## src/rtl/lsag_pkg.sv

```systemverilog
package lsag_pkg;
    typedef enum logic [2:0] {
        KIND_WORD  = 3'd0,
        KIND_UBYTE = 3'd1,
        KIND_UHALF = 3'd2,
        KIND_SBYTE = 3'd3,
        KIND_SHALF = 3'd4
    } acc_kind_e;

    typedef enum logic [1:0] {
        OFS_IMM   = 2'd0,
        OFS_REG   = 2'd1,
        OFS_SPLIT = 2'd2,
        OFS_RSVD  = 2'd3
    } ofs_form_e;

    typedef enum logic [1:0] {
        SZ_BYTE = 2'd0,
        SZ_HALF = 2'd1,
        SZ_WORD = 2'd2
    } acc_size_e;
endpackage

```

## src/rtl/lsag_offset_sel.sv

```systemverilog
module lsag_offset_sel
    import lsag_pkg::*;
#(
    parameter int DATA_W = 32,
    parameter int IMM_W  = 12,
    parameter int NIB_W  = 4
) (
    input  logic [1:0]        form,
    input  logic [IMM_W-1:0]  imm,
    input  logic [DATA_W-1:0] reg_off,
    input  logic [NIB_W-1:0]  nib_hi,
    input  logic [NIB_W-1:0]  nib_lo,
    input  logic              up,
    output logic [DATA_W-1:0] disp
);
    localparam int IMM_PAD   = DATA_W - IMM_W;
    localparam int SPLIT_PAD = DATA_W - 2 * NIB_W;

    logic [DATA_W-1:0] mag;

    always_comb begin
        case (ofs_form_e'(form))
            OFS_REG:   mag = reg_off;
            OFS_SPLIT: mag = {{SPLIT_PAD{1'b0}}, nib_hi, nib_lo};
            default:   mag = {{IMM_PAD{1'b0}}, imm};
        endcase
    end

    // Direction bit folds subtraction into a single adder downstream.
    assign disp = up ? mag : (~mag + {{(DATA_W-1){1'b0}}, 1'b1});
endmodule

```

## src/rtl/lsag_addr_calc.sv

```systemverilog
module lsag_addr_calc #(
    parameter int DATA_W = 32,
    parameter int IDX_W  = 4
) (
    input  logic [DATA_W-1:0] base,
    input  logic [DATA_W-1:0] disp,
    input  logic              pre_idx,
    input  logic              wback,
    input  logic              is_load,
    input  logic [IDX_W-1:0]  base_idx,
    input  logic [IDX_W-1:0]  dest_idx,
    output logic [DATA_W-1:0] addr,
    output logic [DATA_W-1:0] new_base,
    output logic              wb_req
);
    logic [DATA_W-1:0] sum;
    logic              alias_load;

    assign sum        = base + disp;
    assign alias_load = is_load && (base_idx == dest_idx);
    assign addr       = pre_idx ? sum : base;
    assign new_base   = sum;
    assign wb_req     = (!pre_idx || wback) && !alias_load;
endmodule

```

## src/rtl/lsag_load_ext.sv

```systemverilog
module lsag_load_ext
    import lsag_pkg::*;
#(
    parameter int DATA_W = 32
) (
    input  logic [1:0]        size,
    input  logic              sign_ext,
    input  logic [DATA_W-1:0] raw,
    output logic [DATA_W-1:0] ext
);
    localparam int BYTE_W = 8;
    localparam int HALF_W = 16;

    always_comb begin
        case (acc_size_e'(size))
            SZ_BYTE: ext = {{(DATA_W-BYTE_W){sign_ext & raw[BYTE_W-1]}}, raw[BYTE_W-1:0]};
            SZ_HALF: ext = {{(DATA_W-HALF_W){sign_ext & raw[HALF_W-1]}}, raw[HALF_W-1:0]};
            default: ext = raw;
        endcase
    end
endmodule

```

## src/rtl/lsag_top.sv

```systemverilog
module lsag_top
    import lsag_pkg::*;
#(
    parameter int DATA_W = 32,
    parameter int IDX_W  = 4,
    parameter int IMM_W  = 12,
    parameter int NIB_W  = 4
) (
    input  logic              clk,
    input  logic              rst_n,
    input  logic              in_valid,
    input  logic [DATA_W-1:0] base_val,
    input  logic [IDX_W-1:0]  base_idx,
    input  logic [IDX_W-1:0]  dest_idx,
    input  logic [1:0]        ofs_form,
    input  logic [IMM_W-1:0]  imm12,
    input  logic [DATA_W-1:0] reg_off,
    input  logic [NIB_W-1:0]  nib_hi,
    input  logic [NIB_W-1:0]  nib_lo,
    input  logic              pre_idx,
    input  logic              up,
    input  logic              wback,
    input  logic              is_load,
    input  logic [2:0]        kind,
    input  logic [DATA_W-1:0] ld_raw,
    output logic              out_valid,
    output logic [DATA_W-1:0] mem_addr,
    output logic [1:0]        acc_size,
    output logic              sign_ext,
    output logic [DATA_W-1:0] wb_val,
    output logic              wb_en,
    output logic [DATA_W-1:0] ld_ext
);
    logic [DATA_W-1:0] disp;
    logic [DATA_W-1:0] addr_c;
    logic [DATA_W-1:0] new_base_c;
    logic              wb_req_c;
    acc_size_e         size_c;
    logic              sext_c;

    lsag_offset_sel #(.DATA_W(DATA_W), .IMM_W(IMM_W), .NIB_W(NIB_W)) u_ofs (
        .form(ofs_form), .imm(imm12), .reg_off(reg_off),
        .nib_hi(nib_hi), .nib_lo(nib_lo), .up(up), .disp(disp)
    );

    lsag_addr_calc #(.DATA_W(DATA_W), .IDX_W(IDX_W)) u_calc (
        .base(base_val), .disp(disp), .pre_idx(pre_idx), .wback(wback),
        .is_load(is_load), .base_idx(base_idx), .dest_idx(dest_idx),
        .addr(addr_c), .new_base(new_base_c), .wb_req(wb_req_c)
    );

    // Kind decode: signedness only matters for loads.
    always_comb begin
        size_c = SZ_WORD;
        sext_c = 1'b0;
        case (acc_kind_e'(kind))
            KIND_UBYTE: size_c = SZ_BYTE;
            KIND_UHALF: size_c = SZ_HALF;
            KIND_SBYTE: begin size_c = SZ_BYTE; sext_c = is_load; end
            KIND_SHALF: begin size_c = SZ_HALF; sext_c = is_load; end
            default:    size_c = SZ_WORD;
        endcase
    end

    always_ff @(posedge clk) begin
        if (!rst_n) begin
            out_valid <= 1'b0;
            wb_en     <= 1'b0;
            mem_addr  <= '0;
            wb_val    <= '0;
            acc_size  <= SZ_WORD;
            sign_ext  <= 1'b0;
        end else begin
            out_valid <= in_valid;
            wb_en     <= in_valid && wb_req_c;
            if (in_valid) begin
                mem_addr <= addr_c;
                wb_val   <= new_base_c;
                acc_size <= size_c;
                sign_ext <= sext_c;
            end
        end
    end

    lsag_load_ext #(.DATA_W(DATA_W)) u_ext (
        .size(acc_size), .sign_ext(sign_ext), .raw(ld_raw), .ext(ld_ext)
    );

    p_wb_needs_valid_r11: assert property (@(posedge clk) disable iff (!rst_n)
        wb_en |-> out_valid);
    p_valid_follows_r11: assert property (@(posedge clk) disable iff (!rst_n)
        1'b1 |=> (out_valid == $past(in_valid)));
    p_post_addr_base_r3: assert property (@(posedge clk) disable iff (!rst_n)
        (in_valid && !pre_idx) |=> (mem_addr == $past(base_val)));
    p_pre_addr_eq_wb_r2: assert property (@(posedge clk) disable iff (!rst_n)
        (in_valid && pre_idx) |=> (mem_addr == wb_val));
    p_pre_no_w_r4: assert property (@(posedge clk) disable iff (!rst_n)
        (in_valid && pre_idx && !wback) |=> !wb_en);
    p_alias_load_r9: assert property (@(posedge clk) disable iff (!rst_n)
        (in_valid && is_load && (dest_idx == base_idx)) |=> !wb_en);
    p_store_no_sext_r8: assert property (@(posedge clk) disable iff (!rst_n)
        (in_valid && !is_load) |=> !sign_ext);
endmodule

```

## config.mk

```make
export PLATFORM = sky130hd
export DESIGN_NAME = lsag_top
export DESIGN_NICKNAME = d
export VERILOG_FILES = /design/src/rtl/lsag_pkg.sv /design/src/rtl/lsag_offset_sel.sv /design/src/rtl/lsag_addr_calc.sv /design/src/rtl/lsag_load_ext.sv /design/src/rtl/lsag_top.sv
export SDC_FILE = /design/constraint.sdc
export NUM_CORES = 1
export LEC_CHECK = 0
export BUFFER_PORTS_ARGS = -buffer_cell sky130_fd_sc_hd__clkbuf_2
export CORE_AREA = 4 4 114 116
export DETAILED_ROUTE_END_ITERATION = 10
export DIE_AREA = 0 0 118 120
export HOLD_SLACK_MARGIN = 0.06
export PLACE_DENSITY = 0.81
export SLEW_MARGIN = 10
export SYNTH_ARGS = -nofsm -noshare
export SYNTH_HDL_FRONTEND = slang
export SYNTH_SLANG_ARGS = --single-unit
```

## constraint.sdc

```tcl
create_clock -name clk -period 6.7 [get_ports clk]
set_clock_uncertainty 0.1 [all_clocks]
set_input_delay 1.675 -clock clk [delete_from_list [all_inputs] [get_ports clk]]
set_output_delay 1.675 -clock clk [all_outputs]
set_load 0.03 [all_outputs]
```

==> metrics.txt <==
GR Overflow Total=0; Routed wire per std cell=around 17 µm; synth unique cells=a little under 60; gr usage total=0.263; Synth top cells by count=nor2_1 (97), dfxtp_1 (69), a21oi_1 (60), o21ai_0 (60), nand2_1 (59); Port Buffer Count=222; die width=118 µm; antenna-violating nets left=0; syn_nets=953; DR pass1 iterations=5; Core ar.=between 0.01 and 0.015 mm²; Clock Path Buffers=2; Root Buffer=clkbuf_16; filler instances=1111; Util after Layout=0.616; Slew @ Worst Pin=a little over 1 ns; Synth area leader=dfxtp_1; Detailed Route Iter0 Violations=396; worst setup margin=~0.59 ns; Die Height=120 µm; Max Cap Viol=0; Avg Synthesized Cell Area=7.65 µm²; period utilization=0.911; CTS tree=yes; Mapped Area=0.00593 mm²; top post-synthesis cells by area=dfxtp_1 (23%), mux2i_1 (9.4%), ha_1 (8.4%); Post-synth EDFFs=0; fmax=164 MHz; synth warn=0; Post-route DRC=0; Worst EP arrival=~6.3 ns; Slew Limit Fails=0; share of cells above drive strength 1=0.265; Post-Syn Instances=776; setup TNS=0 ns; Worst Path Required=6.84 ns; Reg clk slew, reported paths=0.06 ns; DR vias=6454; Avg Vias per Cell=5.79; TritonCTS buffer count=9; Yosys reg bits=69; Ports=237; Seq/Total Area, Yosys=0.233; type of the worst min-delay path=flop to flop; Fin. Hold Viols=0; cts-stage hold buffer count=0; clk_lat worst skew=0.33 ns; top_reg_cell synth=dfxtp_1; post-route minimum period=6.11 ns; Lkg Pwr=between 3 and 4 nW; count leader, synth=nor2_1; CP Class=input port to flop; top-area cell type share of the netlist area=0.233; final setup fails=0; RSZ-0062 raised after global routing=false; Pwr Total=0.00181 W; ys async rst share=0; total die area=0.0142 mm²; Max VDD drop=~0.00012 V; via count of the first global-routing pass=5980; final-stage net count=roughly 1100; worst-path maximum fanout=21; ANT cells=0; initial antenna violation count=0; count of standard-cell rows=40; P&R area growth vs syn=23.6%; WL final=19100 µm; status=finished clean; H-tree Lvls=3; first-pass GRT wire length=between 30000 and 40000 µm; initial core utilization=0.498; Worst Setup End Kind=flop; clk sinks=69; crit path launch type=input port; Setup Fix Bufs, Post-CTS=0; hpwl dp=15600 µm; P per Cell Area=roughly 250 mW/mm²; pre-CTS setup slack=0.346 ns; RePlAce Congestion=1.01; Slew headroom=0.314; Resize count post-CTS=0; largest net degree at the start of global routing=97
[layer usage]
layer,part of all wire,vias up,GRT usage
li1,-,3203,-
met1,0.42,2925,0.337
met2,0.46,284,0.432
met3,0.087,42,0.0669
met4,0.027,0,0.0864
met5,0,-,0
[final timing paths]
| kind | slack (ns) | from | to | cells past startpoint |
|---|---|---|---|---|
| worst max-delay path | 0.59 | ofs_form[0] | mem_addr[23] | 21 |
| worst min-delay path | 0.39 | mem_addr[6] | mem_addr[6] | 2 |
| worst min register to register | 0.39 | mem_addr[6] | mem_addr[6] | 2 |
| worst max register to register | 5.45 | acc_size[1] | acc_size[1] | 2 |
[sequential cells by signal (all words and copies together), names as in the netlist]
| signal | flops |
|---|---|
| acc_size | 2 |
| mem_addr | 32 |
| out_valid | 1 |
| sign_ext | 1 |
| wb_en | 1 |
| wb_val | 32 |
[stage by stage]
step | std cells | hold slack (ns) | area [µm²]
floorplan | 776 | 0.506 | 5930
global placement | 1098 | 0.373 | 7030
detailed placement | 1098 | 0.380 | 7030
CTS | 1114 | 0.387 | 7330
global route | 1114 | 0.410 | 7330
finish | 1114 | 0.386 | 7330
[report_power, final]
part	internal, W	leakage [nW]	switching, W
combinational	0.000303	2.89	0.000530
sequential	0.000466	0.572	0.0000337
clock	0.000297	0.149	0.000176
total	0.00107	3.61	0.000740
[cells by family after synthesis]
family | count (synthesis) | synth area share
compound gates | 254 | 0.273
simple gates | 231 | 0.177
buf+inv | 69 | 0.0517
flops | 69 | 0.233
mux | 57 | 0.0964
xor+xnor | 55 | 0.0812
fa+ha+maj | 41 | 0.0877
[critical path, cell delays in order]
cell      delay (ns)
clkbuf_2        0.09
inv_1           0.04
ha_1            0.37
buf_4           0.23
o21ai_0         0.37
inv_1           0.09
ha_1            0.24
nand2_1         0.08
and4bb_2        0.26
and4_1          0.28
nor2_2          0.24
xnor2_1         0.16
ha_1            0.34
a21oi_1         0.07
o21ai_0         0.41
nor4b_1         0.13
a21oi_1         0.38
a21oi_1         0.15
xnor2_1         0.28
mux2i_1         0.13
a211oi_1        0.23
[placed cells by master, fill, tap and decap left out, types with 33 or more instances in the layout]
cell type,n
clkbuf_2,221
nor2_1,97
dfxtp_1,69
a21oi_1,60
o21ai_0,60
nand2_1,59
mux2i_1,56
xnor2_1,40
ha_1,40
a21o_1,33
[final cells by class]
cell class                      instances  area, µm²  area share
Multi-Input combinational cell        638       4250       0.579
Sequential cell                        69       1380       0.188
Timing Repair Buffer                  229       1170       0.159
Clock buffer                           10        239      0.0326
Tap cell                              147        184      0.0251
Clock inverter                          6       61.3     0.00836
Inverter                               15       56.3     0.00768
Note: power is estimated with default switching activity, not from simulation.
